$ cat config.mk
export PLATFORM = sky130hd
export DESIGN_NAME = ddr2_cmd_front
export DESIGN_NICKNAME = d
export VERILOG_FILES = /design/src/rtl/ddr2_fe_pkg.sv /design/src/rtl/ddr2_fe_pwr.sv /design/src/rtl/ddr2_fe_decode.sv /design/src/rtl/ddr2_fe_banks.sv /design/src/rtl/ddr2_cmd_front.sv
export SDC_FILE = /design/constraint.sdc
export NUM_CORES = 1
export LEC_CHECK = 0
export BUFFER_PORTS_ARGS = -buffer_cell sky130_fd_sc_hd__buf_2
export CELL_PAD_IN_SITES_DETAIL_PLACEMENT = 0
export CELL_PAD_IN_SITES_GLOBAL_PLACEMENT = 1
export CORE_ASPECT_RATIO = 1.2
export CORE_UTILIZATION = 41
export CTS_CLUSTER_SIZE = 10
export DETAILED_ROUTE_END_ITERATION = 10
export GPL_ROUTABILITY_DRIVEN = 1
export GPL_TIMING_DRIVEN = 1
export HOLD_SLACK_MARGIN = 0.15
export PLACE_DENSITY_LB_ADDON = 0.1
export SYNTH_ARGS = -nofsm -noshare
export SYNTH_HDL_FRONTEND = slang
export SYNTH_SLANG_ARGS = --single-unit
$ cat constraint.sdc
create_clock -name clk -period 2.9 [get_ports clk]
set_input_delay 0.58 -clock clk [delete_from_list [all_inputs] [get_ports clk]]
set_output_delay 0.58 -clock clk [all_outputs]
set_load 0.05 [all_outputs]
$ cat src/rtl/ddr2_fe_pkg.sv
package ddr2_fe_pkg;

    typedef enum logic [2:0] {
        CMD_NOP = 3'd0,
        CMD_ACT = 3'd1,
        CMD_RD  = 3'd2,
        CMD_WR  = 3'd3,
        CMD_PRE = 3'd4,
        CMD_MRS = 3'd5,
        CMD_REF = 3'd6
    } cmd_e;

    typedef enum logic [1:0] {
        PW_RUN  = 2'd0,
        PW_PPD  = 2'd1,
        PW_APD  = 2'd2,
        PW_SREF = 2'd3
    } pwr_e;

    // Map the sampled pins to a command, masked by chip select.
    function automatic cmd_e decode_pins(input logic cs_n, input logic ras_n,
                                         input logic cas_n, input logic we_n);
        cmd_e c;
        c = CMD_NOP;
        if (!cs_n) begin
            case ({ras_n, cas_n, we_n})
                3'b011:  c = CMD_ACT;
                3'b101:  c = CMD_RD;
                3'b100:  c = CMD_WR;
                3'b010:  c = CMD_PRE;
                3'b000:  c = CMD_MRS;
                3'b001:  c = CMD_REF;
                default: c = CMD_NOP;
            endcase
        end
        return c;
    endfunction

endpackage

$ cat src/rtl/ddr2_fe_pwr.sv
module ddr2_fe_pwr
    import ddr2_fe_pkg::*;
(
    input  logic clk,
    input  logic rst_n,
    input  logic cke,
    input  logic cs_n,
    input  logic ras_n,
    input  logic cas_n,
    input  logic we_n,
    input  logic any_open,
    output logic accept,
    output logic [1:0] pwr_o
);

    pwr_e state_d, state_q;
    cmd_e raw_cmd;

    always_comb begin
        raw_cmd = decode_pins(cs_n, ras_n, cas_n, we_n);
        state_d = state_q;
        case (state_q)
            PW_RUN: begin
                if (!cke) begin
                    if (raw_cmd == CMD_REF) state_d = PW_SREF;
                    else if (any_open)      state_d = PW_APD;
                    else                    state_d = PW_PPD;
                end
            end
            default: if (cke) state_d = PW_RUN;
        endcase
    end

    always_ff @(posedge clk or negedge rst_n) begin
        if (!rst_n) state_q <= PW_RUN;
        else        state_q <= state_d;
    end

    assign accept = (state_q == PW_RUN) && cke;
    // Self-refresh exit is seen straight from CKE, without a clock edge.
    assign pwr_o  = (state_q == PW_SREF && cke) ? PW_RUN : state_q;

    a_r9_apd_entry: assert property (@(posedge clk) disable iff (!rst_n)
        (state_q == PW_RUN && !cke && any_open && raw_cmd != CMD_REF) |=> (pwr_o == PW_APD));

    a_r10_pd_holds: assert property (@(posedge clk) disable iff (!rst_n)
        ((state_q == PW_PPD || state_q == PW_APD) && !cke) |=> (state_q == $past(state_q)));

endmodule

$ cat src/rtl/ddr2_fe_decode.sv
module ddr2_fe_decode
    import ddr2_fe_pkg::*;
#(
    parameter int BA_W   = 3,
    parameter int ADDR_W = 14
) (
    input  logic              clk,
    input  logic              rst_n,
    input  logic              accept,
    input  logic              cs_n,
    input  logic              ras_n,
    input  logic              cas_n,
    input  logic              we_n,
    input  logic [BA_W-1:0]   ba_raw,
    input  logic [BA_W-1:0]   ba_eff,
    input  logic [ADDR_W-1:0] addr,
    output cmd_e              cmd_now,
    output logic [2:0]        cmd_o,
    output logic [BA_W-1:0]   bank_o,
    output logic [ADDR_W-2:0] col_o,
    output logic              a10_o,
    output logic [BA_W-1:0]   mode_sel_o,
    output logic [ADDR_W-1:0] mode_op_o
);

    localparam int COL_W = ADDR_W - 1;

    typedef struct packed {
        cmd_e              cmd;
        logic [BA_W-1:0]   bank;
        logic [COL_W-1:0]  col;
        logic              a10;
        logic [BA_W-1:0]   msel;
        logic [ADDR_W-1:0] mop;
    } dec_t;

    dec_t d, q;

    always_comb begin
        cmd_now = accept ? decode_pins(cs_n, ras_n, cas_n, we_n) : CMD_NOP;
        d      = '0;
        d.cmd  = cmd_now;
        d.bank = ba_eff;
        d.a10  = addr[10];
        if (cmd_now == CMD_RD || cmd_now == CMD_WR) begin
            for (int i = 0; i < COL_W; i++)
                d.col[i] = (i < 10) ? addr[i] : addr[i+1];
        end
        if (cmd_now == CMD_MRS) begin
            d.msel = ba_raw;
            d.mop  = addr;
        end
    end

    always_ff @(posedge clk or negedge rst_n) begin
        if (!rst_n) q <= '0;
        else        q <= d;
    end

    assign cmd_o      = q.cmd;
    assign bank_o     = q.bank;
    assign col_o      = q.col;
    assign a10_o      = q.a10;
    assign mode_sel_o = q.msel;
    assign mode_op_o  = q.mop;

    a_r2_cs_masks: assert property (@(posedge clk) disable iff (!rst_n)
        cs_n |=> (cmd_o == CMD_NOP));

    a_r7_mode_fields: assert property (@(posedge clk) disable iff (!rst_n)
        (cmd_now == CMD_MRS) |=> (mode_sel_o == $past(ba_raw) && mode_op_o == $past(addr)));

endmodule

$ cat src/rtl/ddr2_fe_banks.sv
module ddr2_fe_banks
    import ddr2_fe_pkg::*;
#(
    parameter int TRACK_W = 3,
    parameter int ADDR_W  = 14
) (
    input  logic                         clk,
    input  logic                         rst_n,
    input  cmd_e                         cmd_now,
    input  logic [TRACK_W-1:0]           bank,
    input  logic [ADDR_W-1:0]            addr,
    output logic [(1<<TRACK_W)-1:0]      open_o,
    output logic [(1<<TRACK_W)*ADDR_W-1:0] row_o,
    output logic                         any_open,
    output logic                         err_o
);

    localparam int NB = 1 << TRACK_W;

    typedef struct packed {
        logic [NB-1:0]             open;
        logic [NB-1:0][ADDR_W-1:0] row;
        logic                      err;
    } bank_t;

    bank_t d, q;
    logic  hit;

    always_comb begin
        d     = q;
        d.err = 1'b0;
        hit   = q.open[bank];
        case (cmd_now)
            CMD_ACT: begin
                if (hit) d.err = 1'b1;
                else begin
                    d.open[bank] = 1'b1;
                    d.row[bank]  = addr;
                end
            end
            CMD_RD, CMD_WR: begin
                if (!hit)         d.err = 1'b1;
                else if (addr[10]) d.open[bank] = 1'b0;
            end
            CMD_PRE: begin
                if (addr[10])  d.open = '0;
                else if (!hit) d.err = 1'b1;
                else           d.open[bank] = 1'b0;
            end
            default: ;
        endcase
    end

    always_ff @(posedge clk or negedge rst_n) begin
        if (!rst_n) q <= '0;
        else        q <= d;
    end

    assign open_o   = q.open;
    assign row_o    = q.row;
    assign any_open = |q.open;
    assign err_o    = q.err;

    a_r6_pre_all_clears: assert property (@(posedge clk) disable iff (!rst_n)
        (cmd_now == CMD_PRE && addr[10]) |=> (open_o == '0));

    a_r8_act_open_flags: assert property (@(posedge clk) disable iff (!rst_n)
        (cmd_now == CMD_ACT && open_o[bank]) |=> (err_o && $stable(row_o)));

    a_r5_autopre_closes: assert property (@(posedge clk) disable iff (!rst_n)
        ((cmd_now == CMD_RD || cmd_now == CMD_WR) && addr[10]) |=> !open_o[$past(bank)]);

endmodule

$ cat src/rtl/ddr2_cmd_front.sv
module ddr2_cmd_front
    import ddr2_fe_pkg::*;
#(
    parameter int BA_W   = 3,
    parameter int ADDR_W = 14,
    parameter bit SMALL  = 1'b0
) (
    input  logic                          clk,
    input  logic                          rst_n,
    input  logic                          cke,
    input  logic                          cs_n,
    input  logic                          ras_n,
    input  logic                          cas_n,
    input  logic                          we_n,
    input  logic [BA_W-1:0]               ba,
    input  logic [ADDR_W-1:0]             addr,
    output logic [2:0]                    cmd_o,
    output logic [BA_W-1:0]               bank_o,
    output logic [ADDR_W-2:0]             col_o,
    output logic                          a10_o,
    output logic [BA_W-1:0]               mode_sel_o,
    output logic [ADDR_W-1:0]             mode_op_o,
    output logic                          err_o,
    output logic [(1<<BA_W)-1:0]          bank_open_o,
    output logic [(1<<BA_W)*ADDR_W-1:0]   row_o,
    output logic [1:0]                    pwr_o
);

    localparam int TRACK_W = SMALL ? BA_W - 1 : BA_W;
    localparam int NB      = 1 << TRACK_W;
    localparam int NB_OUT  = 1 << BA_W;

    logic                  accept;
    logic                  any_open;
    cmd_e                  cmd_now;
    logic [TRACK_W-1:0]    bank_eff;
    logic [BA_W-1:0]       ba_eff;
    logic [NB-1:0]         open_t;
    logic [NB*ADDR_W-1:0]  row_t;

    assign bank_eff = ba[TRACK_W-1:0];
    assign ba_eff   = BA_W'(bank_eff);

    ddr2_fe_pwr u_pwr (
        .clk(clk), .rst_n(rst_n), .cke(cke), .cs_n(cs_n), .ras_n(ras_n),
        .cas_n(cas_n), .we_n(we_n), .any_open(any_open),
        .accept(accept), .pwr_o(pwr_o)
    );

    ddr2_fe_decode #(.BA_W(BA_W), .ADDR_W(ADDR_W)) u_dec (
        .clk(clk), .rst_n(rst_n), .accept(accept), .cs_n(cs_n), .ras_n(ras_n),
        .cas_n(cas_n), .we_n(we_n), .ba_raw(ba), .ba_eff(ba_eff), .addr(addr),
        .cmd_now(cmd_now), .cmd_o(cmd_o), .bank_o(bank_o), .col_o(col_o),
        .a10_o(a10_o), .mode_sel_o(mode_sel_o), .mode_op_o(mode_op_o)
    );

    ddr2_fe_banks #(.TRACK_W(TRACK_W), .ADDR_W(ADDR_W)) u_bank (
        .clk(clk), .rst_n(rst_n), .cmd_now(cmd_now), .bank(bank_eff), .addr(addr),
        .open_o(open_t), .row_o(row_t), .any_open(any_open), .err_o(err_o)
    );

    generate
        if (NB < NB_OUT) begin : g_pad
            assign bank_open_o = {{(NB_OUT-NB){1'b0}}, open_t};
            assign row_o       = {{((NB_OUT-NB)*ADDR_W){1'b0}}, row_t};
            a_r12_upper_closed: assert property (@(posedge clk) disable iff (!rst_n)
                bank_open_o[NB_OUT-1:NB] == '0);
        end else begin : g_full
            assign bank_open_o = open_t;
            assign row_o       = row_t;
        end
    endgenerate

    a_r10_frozen: assert property (@(posedge clk) disable iff (!rst_n)
        !accept |=> ($stable(bank_open_o) && cmd_o == CMD_NOP));

endmodule

==> results of run 1 <==
## power by group
group / internal [mW] / switching (mW) / leakage (nW) / total [mW]
clock: 1.46 / 0.856 / 0.301 / 2.32
sequential: 2.41 / 0.115 / 2.20 / 2.52
combinational: 0.336 / 0.970 / 2.13 / 1.31
## final cells by class
type	instances	area share
multi-input cells	232	0.254
inverters	5	0.00231
clock inverters	8	0.0157
clock buffers	22	0.0608
flip-flops and latches	160	0.492
repair buffers	212	0.144
well taps	204	0.0314
## per-stage QoR
step	hold slack [ns]	area [µm²]
floorplan	0.284	6230
global placement	0.485	7500
detailed placement	0.489	7500
CTS	0.314	8130
global route	0.319	8130
finish	0.335	8130
## cell usage in the layout (no fill, tap or decap), types with 3 or more instances in the layout
cell	count
a21oi_1	5
and2_1	17
and3_1	15
buf_2	182
buf_4	26
bufinv_16	3
clkbuf_16	17
clkbuf_8	5
dfrtp_1	160
inv_1	5
mux2_2	103
mux2_4	9
mux2i_1	5
nand2_1	4
nand2b_1	4
nand3_1	6
nor2_1	9
nor2b_1	3
nor4_1	3
nor4_2	3
o211a_1	3
o21ai_0	15
o22ai_1	3
or3_1	3
## synth_stat cells, types with 2 or more instances
master      n  area share
nor2_1      9      0.0054
and3_1     15       0.015
dfrtp_1   160        0.64
or3_1       3      0.0030
a21oi_1     5      0.0040
o22ai_1     3      0.0030
buf_2       3      0.0024
buf_1      13      0.0078
mux2i_1     5      0.0080
o21ai_0    15       0.012
mux2_2    103        0.19
nor2b_1     3      0.0030
clkbuf_1   17       0.010
inv_1       5      0.0030
buf_6       3      0.0054
nor4_1      6      0.0060
nand4_1     2      0.0020
mux2_4      9       0.022
nor4b_1     2      0.0028
and2_1     17       0.017
nand2b_1    4      0.0040
nor3_1      3      0.0024
nor3b_1     2      0.0024
nand2_1     4      0.0024
nand3_1     6      0.0048
o211a_1     3      0.0048
## worst reg2reg max path, cell delays in order, from the launching register on
cell	delay, ns
dfrtp_1	0.41
and4_4	0.20
a31o_1	0.19
or4_1	0.59
or4_4	0.68
mux2_4	0.36
## cells by family (layout without fill, tap and decap cells)
logic type,count (synthesis),count (layout)
AOI/OAI and AO/OA,31,31
adders and majority gates,1,1
buffers and inverters,41,247
and+or+nand+nor,83,83
DFF,160,160
muxes,117,117
## per-layer routing
metal,vias to the layer above,wire length (µm)
met2,131,8100
met5,-,0
met4,0,162
li1,1910,-
met1,2143,6790
met3,11,933
## worst max path at each step
stage / start / to / slack, ns / cells after the start
2_1_floorplan: ba[0] / flip-flop / 0.03 / 9
6_report: u_bank.open_o[7] / flip-flop / 0.37 / 5
3_3_place_gp: ba[2] / flip-flop / 0.10 / 6
3_5_place_dp: ba[2] / flip-flop / 0.09 / 6
5_1_grt: u_bank.open_o[7] / flip-flop / 0.29 / 5
4_1_cts: u_bank.open_o[7] / flip-flop / 0.37 / 5
==> flow_summary.ini, run 1 <==
[drt]
ant_nets = 0
drt_iter0_markers = 235
via_per_inst = 4.98
route.detailed.drc = 0
drt-pass1-iter-count = 4
wl_per_cell_um = 19.0
routed_wl_um = 16000
num_vias = 4195

[layout]
register_area_mm2 = 0.00400
fill_cells = 1339
fin_util = 0.546
syn_to_final_growth_pct = 30.6
n_antenna_cell = 0
multi_input_area_mm2 = 0.00207
final_net_count = 653
finalNonFillerCells = 843
final_layout_size_suffix_gt1_frac = 0.565

[global_routing]
grt_pass1_vias = 4226
met3_usage = 0.0624
met1_usage = 0.274
global_route.usage.met2 = 0.361
grt_usage = 0.217
antenna_found_initial = 0
grt_max_degree = 63
busiest_layer = met2
overflow = 0
grt_pass1_wl_um = 24600

[sta]
skew_ns = 0.00887
maxSlewHeadroom = 0.529
setup_ws_ns = 0.366
fmax_mhz = 395
drv_slew = 0
hold_viol = 0
tns_ns = 0
setup_viol = 0
tightest_slew_ns = 0.701
period_needed_ns = 2.53
min_period_over_period = 0.874
grt_setup_unrepaired = false

[critical_path]
cp-end-kind = flip-flop
r2r_cells = 5
critPathKind = reg -> reg
start_kind = flip-flop
crit_chain = and4_4 -> a31o_1 -> or4_1 -> or4_4 -> mux2_4
path_buf_inv = 0
path_max_fanout = 15
critPathSlowestCell = or4_4
critPathRequiredTime_ns = 3.20
cp_top_family = simple AND/OR/NAND/NOR gates
max_stage_delay_ns = 0.67
regToRegStartpoint = u_bank.open_o[7]
worstPathArrival_ns = 2.83
r2r_slack_ns = 0.37

[synthesis]
ys_seq_area_frac = 0.643
yosys.area_share.adder = 0.00201
synth-edff-count = 0
synthFlopType = dfrtp_1
yosys_warnings = 0
ys_ff_latch = 160
yosys.area_share.simple = 0.0804
synth_cell_type_count = 39
synth_xor_area_frac = 0
postSynthAreaPerCell_um2 = 14.4
muxShareOfSynthArea = 0.216
async_reset_ff_frac = 1.00
synth.cell_area_mm2 = 0.00623
synth_top_family_by_area = multiplexers
syn-num-nets = 458
syn_inst = 433
synth_compound_area_frac = 0.0297

[cts]
clock_latency_ns = 0.42
clk_pin_slew_ns = 0.06
postCtsHoldBufs = 1
h-tree-depth = 4
cts_made_buffers = 17
cts_num_sinks = 160
cts_setup_buffers = 0
ctsResizeCount = 0
cts_max_path_buffers = 2
cts_tree = built
cts-root-buf = clkbuf_16

[placement]
placed_cells_incl_taps = 812
portBuffers = 183
pre_cts_slack_ns = 0.0870
gp_congestion = 0.877
dpl.hpwl_um = 11200

[floorplanning]
fp.dieW_um = 115
die_area_mm2 = 0.0157
die_h_um = 137
start_util = 0.418
ioPinCount = 184
coreArea_mm2 = 0.0149
rows = 49

[min_path]
hold_path.class = in -> reg
min_path_cells = 1
hold_start = ba[1]
min_to = u_dec.bank_o[1]

[pwr]
p_total_mw = 6.15
p_leak_nw = 4.63
ir_drop_uv = 426
p_per_area_mw_per_mm2 = 756

[job]
cap_violations = 0

[outcome]
status = finished clean
(Power assumes the default switching activity.)
==> run 2, diff against run 1 <==
--- a/config.mk
+++ b/config.mk
@@ -5,11 +5,12 @@
 export SDC_FILE = /design/constraint.sdc
 export NUM_CORES = 1
 export LEC_CHECK = 0
+export ABC_AREA = 1
 export BUFFER_PORTS_ARGS = -buffer_cell sky130_fd_sc_hd__buf_2
 export CELL_PAD_IN_SITES_DETAIL_PLACEMENT = 0
 export CELL_PAD_IN_SITES_GLOBAL_PLACEMENT = 1
 export CORE_ASPECT_RATIO = 1.2
-export CORE_UTILIZATION = 41
+export CORE_UTILIZATION = 39
 export CTS_CLUSTER_SIZE = 10
 export DETAILED_ROUTE_END_ITERATION = 10
 export GPL_ROUTABILITY_DRIVEN = 1
==> run 2 against run 1 <==
  * Worst setup slack improved by 0.27 ns
  * Critical path type unchanged
  * Utilization is 3.8 points lower
  * Count of clock-buffer cells in the layout rose by 1
  * First-iteration DRC count increased by 73%
  * Cell count grew 27%
  * Design area is 1.1% lower
  * Sequential power grew 5%
==> flow_summary.ini, run 2 <==
[drt]
route.detailed.drc = 0
drt_iter0_markers = 407
num_vias = 5235
routed_wl_um = 19100
ant_nets = 0
wl_per_cell_um = 17.8
drt-pass1-iter-count = 6
via_per_inst = 4.88

[sta]
period_needed_ns = 2.27
grt_setup_unrepaired = false
tns_ns = 0
maxSlewHeadroom = 0.560
fmax_mhz = 441
hold_ws_ns = 0.163
min_period_over_period = 0.782
setup_viol = 0
hold_viol = 0
skew_ns = 0.00819
drv_slew = 0
tightest_slew_ns = 0.657

[synthesis]
postSynthAreaPerCell_um2 = 9.67
yosys_warnings = 0
syn_inst = 661
synthFlopType = dfrtp_1
synth.cell_area_mm2 = 0.00639
ys_seq_area_frac = 0.627
synth-edff-count = 0
syn-num-nets = 686
synth_cell_type_count = 25
yosysTopAreaCell = dfrtp_1
ys_ff_latch = 160
synth_area_leaders = dfrtp_1 (63%), nand2_1 (10%), o21ai_1 (8.3%), nand3_1 (3.4%), inv_1 (3.3%)
yosysMostFrequentCell = nand2_1
synth_common_cells = nand2_1 (176), dfrtp_1 (160), o21ai_1 (106)
synth_top_area_share = 0.627
async_reset_ff_frac = 1.00

[layout]
finalNonFillerCells = 1072
n_antenna_cell = 0
most-common-layout-cells = buf_2 (182), nand2_1 (176), dfrtp_1 (160), o21ai_1 (106), inv_1 (57)
layout_commonest_cell = buf_2
design_area_mm2 = 0.00804
fill_cells = 1538
syn_to_final_growth_pct = 25.9
final_layout_size_suffix_gt1_frac = 0.288
final_net_count = 876

[pwr]
p_sw_frac = 0.374
p_leak_nw = 4.65
p_switching_mw = 2.58
power_frac_clock = 0.333
ir_drop_uv = 593
p_total_mw = 6.91
combPwrFrac = 0.283
p_per_area_mw_per_mm2 = 859
p_int_mw = 4.33
seqPwrFrac = 0.384

[placement]
gp_congestion = 0.835
place_area_mm2 = 0.00743
placed_cells_incl_taps = 1040
dpl.hpwl_um = 13400
portBuffers = 183

[cts]
h-tree-depth = 4
cts_setup_buffers = 0
cts-root-buf = clkbuf_16
ctsResizeCount = 0
cts_made_buffers = 17
cts_num_sinks = 160
cts_max_path_buffers = 2
clock_latency_ns = 0.43
cts_tree = built
postCtsHoldBufs = 0
clk_pin_slew_ns = 0.06

[critical_path]
r2r_slack_ns = 0.63
path_max_fanout = 10
cp-end-kind = flip-flop
critPathKind = reg -> reg
max_stage_delay_ns = 0.39
regToRegStartpoint = u_pwr.state_q[1]
r2r_cells = 14
path_buf_inv = 1
start_kind = flip-flop
cp_top_family = simple AND/OR/NAND/NOR gates
reg2reg_to = u_bank.open_o[0]
critPathSlowestCell = dfrtp_1
critPathRequiredTime_ns = 3.26
crit_chain = nor2_1 -> ha_1 -> inv_1 -> nor2_1 -> nand3_1 -> nor2_2 -> nand2_1 -> nand2_2 -> nand2_1 -> nand2_1 -> nand2_2 -> nand2_2 -> nand2_1 -> nand2_1
cp_common_cell = nand2_1
worstPathArrival_ns = 2.63

[global_routing]
grt_pass1_vias = 4999
antenna_found_initial = 0
grt_pass1_wl_um = 29300
grt_usage = 0.236
grt_max_degree = 69
overflow = 0

[floorplanning]
die_area_mm2 = 0.0169
start_util = 0.404
ioPinCount = 184
die_h_um = 142
fp.dieW_um = 119
rows = 50
coreArea_mm2 = 0.0158

[min_path]
hold_path.class = in -> async

[outcome]
status = finished clean

[job]
cap_violations = 0
==> run 2: cell types whose count changed in the layout (fill, tap and decap cells not counted), moves of 15 or more <==
cell,previous run,this run
nand2_1,4,176
o21ai_1,1,106
mux2_2,103,0
inv_1,5,57
nor2_1,9,48
nand3_1,6,43
and2_1,17,0
buf_4,26,9
and3_1,15,0
==> run 2: per-stage QoR <==
stage | setup WS (ns) | utilization
after floorplan | 0.865 | -
after global placement | 0.460 | 0.470
after detailed placement | 0.421 | 0.470
after CTS | 0.612 | 0.508
after global routing | 0.361 | 0.508
final | 0.632 | 0.508
==> run 2: worst max path at each step <==
| stage | startpoint | to | cells after the start | slack (ns) |
|---|---|---|---|---|
| floorplan | cke | u_bank.open_o[0] | 12 | 0.86 |
| global placement | cas_n | flip-flop | 10 | 0.46 |
| detailed placement | cas_n | flip-flop | 10 | 0.42 |
| CTS | u_pwr.state_q[1] | u_bank.open_o[0] | 14 | 0.61 |
| global route | u_pwr.state_q[0] | u_bank.open_o[4] | 13 | 0.36 |
| finish | u_pwr.state_q[1] | u_bank.open_o[0] | 14 | 0.63 |
==> run 2: logic make-up after synthesis <==
group	share of synthesized area
adders and majority gates	0.00196
AOI/OAI and AO/OA	0.106
DFF	0.627
buffers and inverters	0.0660
and+or+nand+nor	0.199
==> run 2: power groups by stage <==
| stage | sequential (mW) | combinational, mW | clock [mW] |
|---|---|---|---|
| after global routing | 2.68 | 2.09 | 2.45 |
| final | 2.65 | 1.95 | 2.30 |
| after detailed placement | 2.69 | 1.97 | 0 |
| after CTS | 2.65 | 1.97 | 2.35 |
| after global placement | 2.69 | 1.95 | 0 |
| after floorplan | 3.48 | 0.596 | 0 |
==> run 2: layout make-up <==
class                           count  area (µm²)  area share
Clock inverter                      9         130      0.0162
Clock buffer                       23         478      0.0594
Multi-Input combinational cell    422        1960       0.244
Tap cell                          208         260      0.0324
Sequential cell                   160        4000       0.498
Inverter                           58         218      0.0271
Timing Repair Buffer              192         990       0.123
==> run 2: routing by layer <==
layer | GRT usage | up-vias | routed length (µm)
li1 | - | 2512 | -
met1 | 0.286 | 2513 | 7930
met2 | 0.408 | 181 | 9820
met3 | 0.0549 | 29 | 924
met4 | 0.0926 | 0 | 404
met5 | 0 | - | 0
